--- src/rtl/shadow_pkg.sv ---
`timescale 1ns/1ps
package shadow_pkg;
   localparam int unsigned FLAG_W = 5;
   localparam int unsigned FL_C  = 0;
   localparam int unsigned FL_Z  = 1;
   localparam int unsigned FL_OV = 2;
   localparam int unsigned FL_N  = 3;
   localparam int unsigned FL_DC = 4;

   typedef enum logic [1:0] {
      CMD_NONE  = 2'd0,
      CMD_SAVE  = 2'd1,
      CMD_LOAD  = 2'd2,
      CMD_CLASH = 2'd3
   } shadow_cmd_e;
endpackage

--- src/rtl/shadow_cmd_decode.sv ---
`timescale 1ns/1ps
module shadow_cmd_decode
   import shadow_pkg::*;
(
   input  logic        push,
   input  logic        pop,
   output shadow_cmd_e cmd,
   output logic        save_en
);
   always_comb begin
      unique case ({push, pop})
         2'b10:   cmd = CMD_SAVE;
         2'b01:   cmd = CMD_LOAD;
         2'b11:   cmd = CMD_CLASH;
         default: cmd = CMD_NONE;
      endcase
   end

   // save has priority over restore
   assign save_en = (cmd == CMD_SAVE) || (cmd == CMD_CLASH);
endmodule

--- src/rtl/shadow_slot.sv ---
`timescale 1ns/1ps
module shadow_slot #(
   parameter int unsigned W = 16
) (
   input  logic         clk,
   input  logic         rst_n,
   input  logic         load,
   input  logic [W-1:0] d,
   output logic [W-1:0] q
);
   generate
      if (W < 1) begin : g_bad_w
         $error("shadow_slot: W must be at least 1");
      end
   endgenerate

   always_ff @(posedge clk or negedge rst_n) begin
      if (!rst_n)    q <= '0;
      else if (load) q <= d;
   end
endmodule

--- src/rtl/shadow_restore.sv ---
`timescale 1ns/1ps
module shadow_restore
   import shadow_pkg::*;
#(
   parameter int unsigned TOT_W = 69
) (
   input  logic             clk,
   input  logic             rst_n,
   input  shadow_cmd_e      cmd,
   input  logic [TOT_W-1:0] shadow_q,
   output logic [TOT_W-1:0] out_q,
   output logic             out_valid,
   output logic             conflict
);
   logic take;
   assign take = (cmd == CMD_LOAD);

   always_ff @(posedge clk or negedge rst_n) begin
      if (!rst_n) begin
         out_q     <= '0;
         out_valid <= 1'b0;
         conflict  <= 1'b0;
      end else begin
         out_valid <= take;
         conflict  <= (cmd == CMD_CLASH);
         if (take) out_q <= shadow_q;
      end
   end
endmodule

--- src/rtl/shadow_bank.sv ---
`timescale 1ns/1ps
module shadow_bank
   import shadow_pkg::*;
#(
   parameter int unsigned REG_W    = 16,
   parameter int unsigned NUM_REGS = 4
) (
   input  logic                      clk,
   input  logic                      rst_n,
   input  logic                      push,
   input  logic                      pop,
   input  logic [NUM_REGS*REG_W-1:0] live_regs,
   input  logic [FLAG_W-1:0]         live_flags,
   output logic [NUM_REGS*REG_W-1:0] rst_regs,
   output logic [FLAG_W-1:0]         rst_flags,
   output logic                      rst_valid,
   output logic                      cmd_conflict
);
   localparam int unsigned REGS_W = NUM_REGS * REG_W;
   localparam int unsigned TOT_W  = REGS_W + FLAG_W;

   generate
      if (REG_W < 1 || REG_W > 64) begin : g_bad_width
         $error("shadow_bank: REG_W out of range");
      end
      if (NUM_REGS < 1 || NUM_REGS > 16) begin : g_bad_count
         $error("shadow_bank: NUM_REGS out of range");
      end
   endgenerate

   shadow_cmd_e cmd;
   logic        save_en;
   logic [REGS_W-1:0] sh_regs;
   logic [FLAG_W-1:0] sh_flags;
   logic [TOT_W-1:0]  out_q;

   shadow_cmd_decode u_dec (
      .push    (push),
      .pop     (pop),
      .cmd     (cmd),
      .save_en (save_en)
   );

   for (genvar k = 0; k < NUM_REGS; k++) begin : g_reg
      shadow_slot #(.W(REG_W)) u_slot (
         .clk   (clk),
         .rst_n (rst_n),
         .load  (save_en),
         .d     (live_regs[k*REG_W +: REG_W]),
         .q     (sh_regs[k*REG_W +: REG_W])
      );
   end

   shadow_slot #(.W(FLAG_W)) u_flag_slot (
      .clk   (clk),
      .rst_n (rst_n),
      .load  (save_en),
      .d     (live_flags),
      .q     (sh_flags)
   );

   shadow_restore #(.TOT_W(TOT_W)) u_out (
      .clk       (clk),
      .rst_n     (rst_n),
      .cmd       (cmd),
      .shadow_q  ({sh_flags, sh_regs}),
      .out_q     (out_q),
      .out_valid (rst_valid),
      .conflict  (cmd_conflict)
   );

   assign rst_regs  = out_q[REGS_W-1:0];
   assign rst_flags = out_q[TOT_W-1:REGS_W];
endmodule

--- config.mk ---
export PLATFORM = sky130hd
export DESIGN_NAME = shadow_bank
export DESIGN_NICKNAME = d
export VERILOG_FILES = /design/src/rtl/shadow_pkg.sv /design/src/rtl/shadow_cmd_decode.sv /design/src/rtl/shadow_slot.sv /design/src/rtl/shadow_restore.sv /design/src/rtl/shadow_bank.sv
export SDC_FILE = /design/constraint.sdc
export NUM_CORES = 1
export LEC_CHECK = 0
export ABC_AREA = 0
export ABC_CLOCK_PERIOD_IN_PS = 1000
export BUFFER_PORTS_ARGS = -buffer_cell sky130_fd_sc_hd__buf_2
export CAP_MARGIN = 40
export CELL_PAD_IN_SITES_DETAIL_PLACEMENT = 0
export CELL_PAD_IN_SITES_GLOBAL_PLACEMENT = 1
export CORE_MARGIN = 5
export CORE_UTILIZATION = 45
export CTS_BUF_LIST = sky130_fd_sc_hd__clkbuf_4
export DETAILED_ROUTE_END_ITERATION = 16
export GPL_TIMING_DRIVEN = 0
export PLACE_DENSITY = 0.78
export RECOVER_POWER = 50
export SLEW_MARGIN = 40
export SYNTH_ARGS = -nofsm -noshare
export SYNTH_HDL_FRONTEND = slang
export SYNTH_SLANG_ARGS = --single-unit
--- constraint.sdc ---
create_clock -name clk -period 1 [get_ports clk]
set_clock_uncertainty 0.2 [all_clocks]
set_input_delay 0.3 -clock clk [delete_from_list [all_inputs] [get_ports clk]]
set_output_delay 0.3 -clock clk [all_outputs]
set_load 0.05 [all_outputs]
# Word level (Yosys, flattened, before mapping)

Cells that the tools add are included.

Register bits after elaboration: 140
Bits of input ports: 73

Equal/unequal tests: 6
Muxes and demuxes: 1
Reductions and logical operators: 1

Operators by type and width:

| kind                                                             | number |
|---|---|
| 2-bit == test (second input constant)                            | 4 |
| 2-bit case mux with 3 select lines                               | 1 |
| 2-bit by 1-bit == test with 1-bit output (second input constant) | 2 |
| 1-bit logical OR                                                 | 1 |

# Depth between registers and ports, before layout

Word-level depth: 4
Depth in mapped cells: 5
Mapped depth without buffers: 2

# Modules after synthesis

A second synthesis with hierarchy kept.

Cells, all modules: 300
Area, all modules: 5788.1 µm²

By module, submodules not included:

| module                            | times used | cells each | area each (µm²) |
|---|---|---|---|
| shadow_restore                    | 1          | 151        | 2997.9 |
| shadow_slot (g_reg[0].u_slot ...) | 4          | 34         | 649.4 |
| shadow_slot (u_flag_slot)         | 1          | 10         | 181.4 |
| shadow_cmd_decode                 | 1          | 3          | 11.3 |

# Worst setup path after synthesis

Ideal clock, no wire load.

Path kind: input to register
Start point: input push
End point: register u_out.out_q[0]
Arrival time: 1.130 ns
Cell stages on the path: 5
Buffers on the path: 3
Setup slack: -0.455 ns
Cell sequence: buf_2 > nand2b_4 > buf_6 > buf_6 > mux2_4

Cells in the longest elaborated chain, start to end: 3

Ends and longest elaborated chain:

| element                                                                          | line                    | source |
|---|---|---|
| start, declared                                                                  | shadow_bank.sv:10       | `input logic push,` |
| 2-bit == test / 2-bit by 1-bit == test with 1-bit output (equally long branches) | shadow_cmd_decode.sv:11 | `unique case ({push, pop})` |
| 2-bit case mux with 3 select lines (*)                                           | shadow_cmd_decode.sv:11 |  |
| 2-bit == test (*)                                                                | shadow_restore.sv:16    | `assign take = (cmd == CMD_LOAD);` |
| end signal, assigned                                                             | shadow_restore.sv:26    | `if (take) out_q <= shadow_q;` |
| end, declared                                                                    | shadow_restore.sv:11    | `output logic [TOT_W-1:0] out_q,` |

Every way passes the cells marked *; elsewhere a longest branch is shown, timed or not.
A chain may end at the register's enable or synchronous reset.

# Final worst setup path

Start point: register u_out.out_q[52]
End point: output rst_regs[52]

RTL lines:

| element       | line              | source |
|---|---|---|
| end, declared | shadow_bank.sv:14 | `output logic [NUM_REGS*REG_W-1:0] rst_regs,` |

No word-level cell between the ends.

==> out/metrics.yaml <==
setup_path:
  max_stage_delay_ns: 0.43
  critPathTopFamily: "flip-flops"
  r2r-end: "u_out.out_q[20]"
  crit_type: "reg -> out"
  slowest_stage: "dfrtp_1"
  crit_fanout: 2
  crit_required_ns: 0.50
  worst_setup_path_end_kind: "primary output"
  r2r_start: "u_out.out_q[20]"
  cp_num_buf_inv: 1
  r2r_cells: 3
  reg2reg_slack_ns: -0.21
  cp.arrival_ns: 1.10
  startpoint_type: "flop"
  crit_path_cell_trace: "buf_6"
yosys:
  syn_area_mm2: 0.005470
  synth_nets: 370
  synth.distinct_cells: 8
  synth_area_leaders: "dfrtp_1, mux2_4, mux2_2"
  ys_warn_count: 0
  yosysSeqAreaShare_pct: 64.04
  synth_top_cell_by_area: "dfrtp_1"
  synth_top_area_share_pct: 64.04
  syn_area_per_cell_um2: 18.42
  syn_inst: 297
  synth-seq-cells: 140
placement:
  placed_cell_area_mm2: 0.006445
  gp_congestion: 0.7157
  port_buffers: 142
  dpl.hpwl_um: 7290
  dp_cells: 587
  place_ws_ns: -0.5159
cells_and_area:
  layout_commonest_cell: "dfrtp_1"
  nets: 643
  num-fill-cells: 806
  ff_latch_area_mm2: 0.003506
  multi_input_area_mm2: 0.001841
  drive_above_1_share_pct: 63.64
  area_growth_pct: 51.78
  final_cells: 731
  final_cell_mix: "dfrtp_1, buf_6, buf_2"
  postLayoutCellArea_mm2: 0.008303
clocking:
  root_buffer: "clkbuf_4"
  clock_latency_ns: 0.51
  cts_tree: "done"
  numCtsBuffers: 17
  clk_path_buf_depth: 2
  path_clk_slew_ns: 0.11
  holdBufCountCts: 70
  htreeDepth: 4
  clock-sinks: 140
route:
  wl_um: 12700
  post-route-drc-count: 0
  drt_iter0_markers: 175
  drtPass1Iterations: 4
  via_count: 3420
  vias_per_cell: 4.679
  post_drt_wl_per_cell_um: 17.37
  drtAntennaViolNets: 0
hold_path:
  min_path_type: "in -> async"
timing:
  hold_violations: 69
  max_slew_margin_pct: 35.46
  clock.fmax_ghz: 0.6234
  fin_hold_ws_ns: -0.2545
  setup_viol: 156
  fin_crit_ns: 1.604
  slew_violations: 0
  worst_slew_pin_slew_ns: 0.9681
  min_period_over_period_pct: 160.4
  setup_ws_ns: -0.6040
  rsz0062_at_grt: "true"
grt:
  grt_max_degree: 72
  grt-ovfl-total: 0
  grt_pass1_wl_um: 19970
  globalRouteTotalUtil_pct: 17.93
  grt_pass1_vias: 3871
  antenna_found_initial: 1
status:
  status: "complete, but fails checks"
  violations: "negative hold slack, negative setup slack"
power:
  ir_drop_mv: 1.327
  p_per_area_mw_per_mm2: 2044
  combinationalPowerShare_pct: 34.4
  p_int_uw: 11470
  seqPwrFrac_pct: 41.9
  sw_frac_of_total_pct: 32.43
  p_switching_uw: 5503
  cellLeakagePower_uw: 0.004068
  pwr-share-clk_pct: 23.6
floorplan:
  core_mm2: 0.01196
  die_y_um: 120.3
  num_rows: 40
  die_width_um: 120.3
  ios: 144
  start_util_pct: 45.73
  die-area_mm2: 0.01446
run:
  max_cap_violations: 0
## cell usage after synthesis (all sizes together)
library cell	number
nand2b	1
buf	16
dfrtp	140
mux2	138
and2	1
inv	1
## area by class of cell
type | count | share of cell area (%)
Clock buffer | 22 | 1.989
Multi-Input combinational cell | 140 | 22.17
Tap cell | 147 | 2.215
Antenna cell | 1 | 0.03014
Clock inverter | 10 | 1.763
Inverter | 1 | 0.04521
Buffer | 16 | 1.929
Sequential cell | 140 | 42.22
Timing Repair Buffer | 254 | 27.64
## state kept, by name, indices dropped and copies added (netlist names)
register	flops
u_out.out_valid	1
u_out.out_q	69
g.u_slot.q	64
u_flag_slot.q	5
u_out.conflict	1
## worst max path at each step
| stage | from | endpoint | slack [ns] | cells past startpoint |
|---|---|---|---|---|
| floorplan | push | u_out.out_q[0] | -0.43 | 5 |
| finish | u_out.out_q[52] | rst_regs[52] | -0.60 | 1 |
| global placement | rst_n | u_out.out_valid | -2.72 | 1 |
| CTS | u_out.out_q[43] | rst_regs[43] | -0.67 | 1 |
| detailed placement | push | u_out.out_q[43] | -0.52 | 5 |
| global route | u_out.out_q[52] | rst_regs[52] | -0.71 | 1 |
## through the flow
step | utilization [%] | hold WS [ns] | setup TNS [ns] | power (uW)
detailed placement | 53.88 | 0.09920 | -84.82 | 11380
global placement | 53.57 | 0.2831 | -411.18 | 11270
floorplan | - | -0.1956 | -53.34 | 10240
global route | 69.41 | -0.2191 | -64.03 | 17720
finish | 69.41 | -0.2545 | -46.61 | 16970
CTS | 68.32 | -0.5118 | -49.57 | 16830
## power by group through the flow
| stage | clock network [uW] | registers [uW] | logic [uW] |
|---|---|---|---|
| 2_1_floorplan | 0 | 8940 | 1300 |
| 3_3_place_gp | 0 | 7010 | 4260 |
| 3_5_place_dp | 0 | 7040 | 4330 |
| 4_1_cts | 4130 | 7050 | 5640 |
| 5_1_grt | 4420 | 7210 | 6090 |
| 6_report | 4010 | 7110 | 5850 |
## routing by layer
layer	up-vias	track usage (%)	routed length [um]	share of wire (%)
met4	0	7.790	232	1.8
li1	1591	-	-	-
met1	1721	21.49	5095	40
met5	-	0	0	0
met2	89	30.63	6782	53
met3	19	4.630	586	4.6
## what timing repair did
item	4_1_cts	5_1_grt
hold endpoints to repair	210	69
setup buffers	36	17
setup endpoints to repair	71	121
gates resized for setup	142	29
## logic make-up (layout without fill, tap and decap cells)
group / Yosys count / in the layout / synth area share [%]
buffers and inverters: 17 / 303 / 2.447
flip-flops: 140 / 140 / 64.04
multiplexers: 138 / 138 / 33.14
other: 0 / 1 / 0
AND/OR/NAND/NOR: 2 / 2 / 0.3660
(Power assumes the default switching activity.)
